==> config.mk <==
export PLATFORM = sky130hd
export DESIGN_NAME = gpio_bank_irq
export DESIGN_NICKNAME = d
export VERILOG_FILES = /design/src/rtl/gpio_bank_pkg.sv /design/src/rtl/gpio_sync.sv /design/src/rtl/gpio_blink_timer.sv /design/src/rtl/gpio_irq_unit.sv /design/src/rtl/gpio_bank_irq.sv
export SDC_FILE = /design/constraint.sdc
export NUM_CORES = 1
export LEC_CHECK = 0
export ABC_AREA = 0
export BUFFER_PORTS_ARGS = -buffer_cell sky130_fd_sc_hd__clkbuf_2
export CAP_MARGIN = 10
export CELL_PAD_IN_SITES_DETAIL_PLACEMENT = 2
export CELL_PAD_IN_SITES_GLOBAL_PLACEMENT = 2
export CORE_MARGIN = 8
export CORE_UTILIZATION = 35
export DETAILED_ROUTE_END_ITERATION = 10
export PLACE_DENSITY = 0.87
export SYNTH_ARGS = -nofsm -noshare
export SYNTH_HDL_FRONTEND = slang
export SYNTH_HIERARCHICAL = 1
export SYNTH_SLANG_ARGS = --single-unit
==> constraint.sdc <==
create_clock -name clk -period 1.3 [get_ports clk]
set_input_delay 0.065 -clock clk [delete_from_list [all_inputs] [get_ports clk]]
set_output_delay 0.065 -clock clk [all_outputs]
set_load 0.02 [all_outputs]
==> src/rtl/gpio_bank_pkg.sv <==
package gpio_bank_pkg;
   localparam int BUS_W = 32;

   typedef enum logic [2:0] {
      REG_DOUT  = 3'd0,
      REG_DIR   = 3'd1,
      REG_FLASH = 3'd2,
      REG_INV   = 3'd3,
      REG_DIN   = 3'd4,
      REG_CAUSE = 3'd5,
      REG_EMASK = 3'd6,
      REG_LMASK = 3'd7
   } gpio_reg_e;
endpackage

==> src/rtl/gpio_sync.sv <==
module gpio_sync #(
   parameter int W      = 32,
   parameter int STAGES = 2
) (
   input  logic         clk,
   input  logic         rst_n,
   input  logic [W-1:0] d,
   output logic [W-1:0] q
);
   if (STAGES < 2) begin : g_bad_stages
      $error("gpio_sync: STAGES must be at least 2");
   end

   logic [W-1:0] stg [STAGES];

   for (genvar s = 0; s < STAGES; s++) begin : g_stage
      if (s == 0) begin : g_first
         always_ff @(posedge clk or negedge rst_n) begin
            if (!rst_n) stg[0] <= '0;
            else        stg[0] <= d;
         end
      end else begin : g_next
         always_ff @(posedge clk or negedge rst_n) begin
            if (!rst_n) stg[s] <= '0;
            else        stg[s] <= stg[s-1];
         end
      end
   end

   assign q = stg[STAGES-1];
endmodule

==> src/rtl/gpio_blink_timer.sv <==
module gpio_blink_timer #(
   parameter int BITS = 24
) (
   input  logic clk,
   input  logic rst_n,
   output logic phase
);
   if (BITS < 2) begin : g_bad_bits
      $error("gpio_blink_timer: BITS must be at least 2");
   end

   logic [BITS-1:0] cnt_q;

   always_ff @(posedge clk or negedge rst_n) begin
      if (!rst_n) cnt_q <= '0;
      else        cnt_q <= cnt_q + 1'b1;
   end

   assign phase = cnt_q[BITS-1];
endmodule

==> src/rtl/gpio_irq_unit.sv <==
module gpio_irq_unit #(
   parameter int NPINS = 32,
   parameter int GROUP = 8,
   localparam int NGRP = NPINS / GROUP
) (
   input  logic             clk,
   input  logic             rst_n,
   input  logic [NPINS-1:0] adj,
   input  logic [NPINS-1:0] emask,
   input  logic [NPINS-1:0] lmask,
   input  logic             clr_we,
   input  logic [NPINS-1:0] clr_data,
   output logic [NPINS-1:0] cause,
   output logic [NPINS-1:0] rise,
   output logic [NGRP-1:0]  irq
);
   logic [NPINS-1:0] prev_q, cause_q, cause_nxt, pend;

   assign rise = adj & ~prev_q;

   always_comb begin
      cause_nxt = cause_q;
      if (clr_we) cause_nxt = cause_nxt & clr_data;
      cause_nxt = cause_nxt | rise;
      cause_nxt = (cause_nxt & ~lmask) | (adj & lmask);
   end

   always_ff @(posedge clk or negedge rst_n) begin
      if (!rst_n) begin
         prev_q  <= '0;
         cause_q <= '0;
      end else begin
         prev_q  <= adj;
         cause_q <= cause_nxt;
      end
   end

   assign cause = cause_q;
   assign pend  = cause_q & (emask | lmask);

   for (genvar g = 0; g < NGRP; g++) begin : g_grp
      assign irq[g] = |pend[g*GROUP +: GROUP];
   end
endmodule

==> src/rtl/gpio_bank_irq.sv <==
module gpio_bank_irq
   import gpio_bank_pkg::*;
#(
   parameter int NPINS       = 32,
   parameter int GROUP       = 8,
   parameter int BLINK_BITS  = 24,
   parameter int SYNC_STAGES = 2,
   localparam int NGRP = NPINS / GROUP
) (
   input  logic             clk,
   input  logic             rst_n,
   input  logic             bus_sel,
   input  logic             bus_wr,
   input  logic [2:0]       bus_addr,
   input  logic [31:0]      bus_wdata,
   output logic [31:0]      bus_rdata,
   input  logic [NPINS-1:0] pad_in,
   output logic [NPINS-1:0] pad_out,
   output logic [NPINS-1:0] pad_oe,
   output logic [NGRP-1:0]  irq
);
   if (NPINS < 1 || NPINS > BUS_W) begin : g_bad_npins
      $error("gpio_bank_irq: NPINS must be 1..32");
   end
   if (GROUP < 1 || (NPINS % GROUP) != 0) begin : g_bad_group
      $error("gpio_bank_irq: NPINS must be a multiple of GROUP");
   end

   logic             wr_en;
   logic [NPINS-1:0] wr_dat;
   logic [NPINS-1:0] dout_q, dir_q, blink_en, pol_q, emask_q, lmask_q;
   logic [NPINS-1:0] pin_sync, adj, cause, rise, rd_val;
   logic             phase;

   assign wr_en  = bus_sel & bus_wr;
   assign wr_dat = bus_wdata[NPINS-1:0];

   always_ff @(posedge clk or negedge rst_n) begin
      if (!rst_n) begin
         dout_q   <= '0;
         dir_q    <= '1;
         blink_en <= '0;
         pol_q    <= '0;
         emask_q  <= '0;
         lmask_q  <= '0;
      end else if (wr_en) begin
         case (bus_addr)
            REG_DOUT:  dout_q   <= wr_dat;
            REG_DIR:   dir_q    <= wr_dat;
            REG_FLASH: blink_en <= wr_dat;
            REG_INV:   pol_q    <= wr_dat;
            REG_EMASK: emask_q  <= wr_dat;
            REG_LMASK: lmask_q  <= wr_dat;
            default:   ;
         endcase
      end
   end

   gpio_sync #(.W(NPINS), .STAGES(SYNC_STAGES)) u_sync (
      .clk   (clk),
      .rst_n (rst_n),
      .d     (pad_in),
      .q     (pin_sync)
   );

   assign adj = pin_sync ^ pol_q;

   gpio_blink_timer #(.BITS(BLINK_BITS)) u_tmr (
      .clk   (clk),
      .rst_n (rst_n),
      .phase (phase)
   );

   assign pad_out = dout_q ^ (blink_en & {NPINS{phase}});
   assign pad_oe  = ~dir_q;

   gpio_irq_unit #(.NPINS(NPINS), .GROUP(GROUP)) u_irq (
      .clk      (clk),
      .rst_n    (rst_n),
      .adj      (adj),
      .emask    (emask_q),
      .lmask    (lmask_q),
      .clr_we   (wr_en && bus_addr == REG_CAUSE),
      .clr_data (wr_dat),
      .cause    (cause),
      .rise     (rise),
      .irq      (irq)
   );

   always_comb begin
      case (bus_addr)
         REG_DOUT:  rd_val = dout_q;
         REG_DIR:   rd_val = dir_q;
         REG_FLASH: rd_val = blink_en;
         REG_INV:   rd_val = pol_q;
         REG_DIN:   rd_val = adj;
         REG_CAUSE: rd_val = cause;
         REG_EMASK: rd_val = emask_q;
         default:   rd_val = lmask_q;
      endcase
      bus_rdata              = '0;
      bus_rdata[NPINS-1:0]   = rd_val;
   end
endmodule

# [Word-level counts from Yosys, hierarchy flattened]
# Cells that the tools add are included.
[totals] register_bits=344 latchBits=0 mem_bits_rw=0 mem_bits_ro=0 in_bits=71 wordCells=48 memories=0
[classes] add_sub_neg=1 n_mul=0 div_mod_pow=0 magnitude_cmp=0 eq_ne=7 n_shift=0 mux=2 bitwise_logic=15 n_reduce_logical=12
[ops] cell="32-bit one-hot mux with 7 select lines" n=1
[ops] cell="32-bit AND" n=6
[ops] cell="32-bit NOT" n=3
[ops] cell="32-bit OR" n=3
[ops] cell="32-bit bitwise XOR" n=2
[ops] cell="32-bit two-way mux" n=1
[ops] cell="8-bit OR reduction" n=4
[ops] cell="24-bit by 1-bit adder with 24-bit output, second input constant" n=1
[ops] cell="3-bit equality test, second input constant" n=4
[ops] cell="2-bit AND reduction" n=6
[ops] cell="3-bit by 2-bit equality test with 1-bit output, second input constant" n=2
[ops] cell="3-bit by 1-bit equality test with 1-bit output, second input constant" n=1
[ops] cell="3-bit zero test" n=1
[ops] cell="1-bit AND" n=1
[ops] cell="1-bit logical AND" n=1

# [Logic depth before layout (Yosys ltp)]
[depth] ltp_word=6 mapped_depth=7

# [Hierarchy]
# The synthesis kept the hierarchy.
[modules_own_cells] module="gpio_bank_irq" instances=1 cells_each=932 area_per_inst_um2=10007.1
[modules_own_cells] module="gpio_irq_unit" instances=1 cells_each=303 area_per_inst_um2=2892.8
[modules_own_cells] module="gpio_sync" instances=1 cells_each=96 area_per_inst_um2=1841.8
[modules_own_cells] module="gpio_blink_timer" instances=1 cells_each=83 area_per_inst_um2=1021.0

# [Worst setup path after synthesis]
# No wires, ideal clock.
[synth_path] kind="register -> output" from="register dir_q[25]" to="output bus_rdata[25]" t_arrival_ns=1.303 slack_ns=-0.068 stages_incl_launch_ff=5 path_buffers=0 cell_sequence="dfstp_2 inv_1 or3_1 a21oi_1 o32a_1"
[synth_between] elab_chain_cells=1
[synth_rtl] element="start, declared" line="gpio_bank_irq.sv:31" source="logic [NPINS-1:0] dout_q, dir_q, blink_en, pol_q, emask_q, lmask_q;"
[synth_rtl] element="start signal, assigned" line="gpio_bank_irq.sv:49" source="REG_DIR: dir_q <= wr_dat;"
[synth_rtl] element="32-bit one-hot mux with 7 select lines" line="gpio_bank_irq.sv:91" source="case (bus_addr)"
[synth_rtl] element="end, declared" line="gpio_bank_irq.sv:16" source="output logic [31:0] bus_rdata,"
# No other way between the ends.

# [Final worst setup path]
[layout_path] from="register dir_q[11]" to="output bus_rdata[11]"
# The elaborated chain is that of the path after synthesis.

==> impl_metrics.csv <==
group,metric,value,unit
critical_path,reg2reg_slack,-0.45,ns
floorplanning,core_region_area,0.0440,mm^2
power,irDropWorstVdd,0.00118,V
critical_path,critPathRequiredTime,1.24,ns
critical_path,cp-end-kind,"output port",
place,numPortBuffers,170,
grt,grt_pass1_wl,120000,um
floorplanning,die_w,227,um
route,totalWireLength,95200,um
floorplanning,initial_core_util,0.353,
floorplanning,ios,171,
clock_tree,clock_latency,0.60,ns
critical_path,cp-start-kind,"flop",
timing,period_share,1.74,
place,routabilityCongestion,0.812,
place,dp_hpwl,41900,um
route,drc_errors,0,
critical_path,critPathKind,"flop to output port",
grt,grt_max_degree,70,
yosys,syn_nets,1454,
timing,period_needed,2.26,ns
timing,hold_ws,0.130,ns
critical_path,worstReg2RegStart,"u_tmr/cnt_q[1]$_DFF_PN0_",
timing,worst_pin_slew,0.925,ns
timing,worst_slack,-0.960,ns
critical_path,arrival,2.20,ns
route,post_drt_wl_per_cell,39.5,um
cells_and_area,drive_gt1_frac,0.521,
timing,fin_tns_setup,-56.47,ns
timing,fmaxAchievable,442,MHz
flow_run,drv_cap,0,
route,ant_nets,0,
route,num_vias,14682,
cells_and_area,synthToLayoutAreaGrowth,53.0,%
outcome,violations,"setup timing",
cells_and_area,fillCellCount,4058,
clock_tree,cts_buffers,40,
power,power_density,1780,mW/mm^2
clock_tree,cts.sinks,344,
power,power.total,42.5,mW
clock_tree,clock-root-buffer,"clkbuf_16",
timing,max_slew_margin,0.382,
cells_and_area,stdcell_count,2412,
floorplanning,fp.dieH,227,um
clock_tree,cts_tree,"done",
route,drtIter0Drc,1240,
grt,grt_overflow,0,
floorplanning,rows,77,
clock_tree,clkTransAtPathRegs,0.07,ns
route,avgViaCountPerCell,6.09,
power,p_leak,10.4,nW
timing,slew_viol_final,0,
cells_and_area,nets,1862,
place,placed_cells,2207,
yosys,yosysWarnings,6,
critical_path,reg2reg_depth,6,
grt,grtUsageTotal,0.321,
critical_path,r2r-end,"u_tmr/cnt_q[16]$_DFF_PN0_",
clock_tree,cts.path.max_buffers,3,
timing,rsz0062_at_grt,"yes",
timing,fin_worst_skew,0.0297,ns
timing,setup_viol,191,
yosys,netlist_area,0.0156,mm^2
outcome,status,"finished, violations left",
critical_path,crit_fanout,2,
min_path,hold_class,"input pin to async pin",
route,drt_pass1_iterations,5,
grt,antenna_found_initial,3,
yosys,syn_inst,1382,
timing,hold_viol,0,
yosys,avgSynthCellArea,11.3,um^2
grt,grt_pass1_vias,16297,
floorplanning,dieArea,0.0515,mm^2
clock_tree,htreeDepth,2,
-- state kept, by name, summed over array words and instances, names as in the netlist --
| register | cells |
|---|---|
| blink_en | 32 |
| dir_q | 32 |
| dout_q | 32 |
| emask_q | 32 |
| lmask_q | 32 |
| pol_q | 32 |
| u_irq/cause | 32 |
| u_irq/prev_q | 32 |
| u_sync/q | 32 |
| u_sync/stg | 32 |
| u_tmr/cnt_q | 24 |
-- layout by cell type, fill, tap and decap left out, drive strengths merged --
master / instances
a21boi: 5
a21oi: 34
a22o: 2
a22oi: 23
a32oi: 1
and2: 1
and2b: 1
and3: 5
and4: 3
buf: 289
bufinv: 5
clkbuf: 166
clkinv: 6
clkinvlp: 1
dfrtp: 312
dfstp: 32
diode: 3
dlygate4sd3: 65
dlymetal6s2s: 1
ha: 1
inv: 67
mux2: 161
mux2i: 32
nand2: 141
nand2b: 34
nand3: 40
nand3b: 32
nand4: 14
nor2: 49
nor2b: 3
nor3: 4
o21ai: 159
o22a: 1
o22ai: 2
o32a: 29
or2: 9
or3: 1
xnor2: 50
xor2: 36
-- where the power goes --
part,total (mW),internal (mW),switching (mW)
logic,13.2,6.03,7.18
clock network,12.8,7.25,5.54
registers,16.5,13.2,3.32
total,42.5,26.4,16.0
-- through the flow --
stage,setup WS [ns],area (um^2),utilization
final,-0.960,23800,0.541
after global routing,-0.960,23800,0.541
after CTS,-0.898,22400,0.508
after detailed placement,-0.544,18300,0.416
after global placement,-0.391,18300,0.416
after floorplan,-0.00839,15600,-
-- what timing repair did --
item	4_1_cts	5_1_grt
endpoints found under the setup margin	116	142
cloned	2	2
endpoints found under the hold margin	561	0
pin swaps	91	118
hold buffers	66	0
resized for setup	453	315
buffers inserted	29	49
-- routing by layer --
layer,track usage,vias up,part of all wire
li1,-,5512,-
met1,0.362,7688,0.36
met2,0.555,1007,0.49
met3,0.0696,475,0.070
met4,0.184,0,0.079
met5,0,-,0
-- worst max path at each step --
stage                                 startpoint       endpoint  slack (ns)  depth (start not counted)
after floorplan            dir_q[25]$_DFFE_PN1P_  bus_rdata[25]      -0.008                          4
after global placement               bus_addr[0]  bus_rdata[26]       -0.39                          9
after detailed placement             bus_addr[0]  bus_rdata[14]       -0.54                          6
after CTS                  dir_q[25]$_DFFE_PN1P_  bus_rdata[25]       -0.90                          5
after global routing      dout_q[11]$_DFFE_PN0P_  bus_rdata[11]       -0.96                          5
final                      dir_q[11]$_DFFE_PN1P_  bus_rdata[11]       -0.96                          5
-- cell type report --
cell class | count | area [um^2] | area share
antenna | 3 | 7.51 | 0.000315
clock buffer | 56 | 1160 | 0.0488
clock inverter | 13 | 200 | 0.00841
inverter | 66 | 265 | 0.0111
multi-input combinational | 873 | 8010 | 0.336
sequential | 344 | 8700 | 0.365
tap | 592 | 741 | 0.0311
timing repair buffer | 465 | 4720 | 0.198
-- worst max-delay path: stages, from the launching register on --
cell      delay [ns]
dfstp_2         0.59
mux2i_2         0.13
or2_4           0.27
a21oi_4         0.15
o32a_1          0.28
clkbuf_8        0.19
Power figures use the tool's default switching activity.
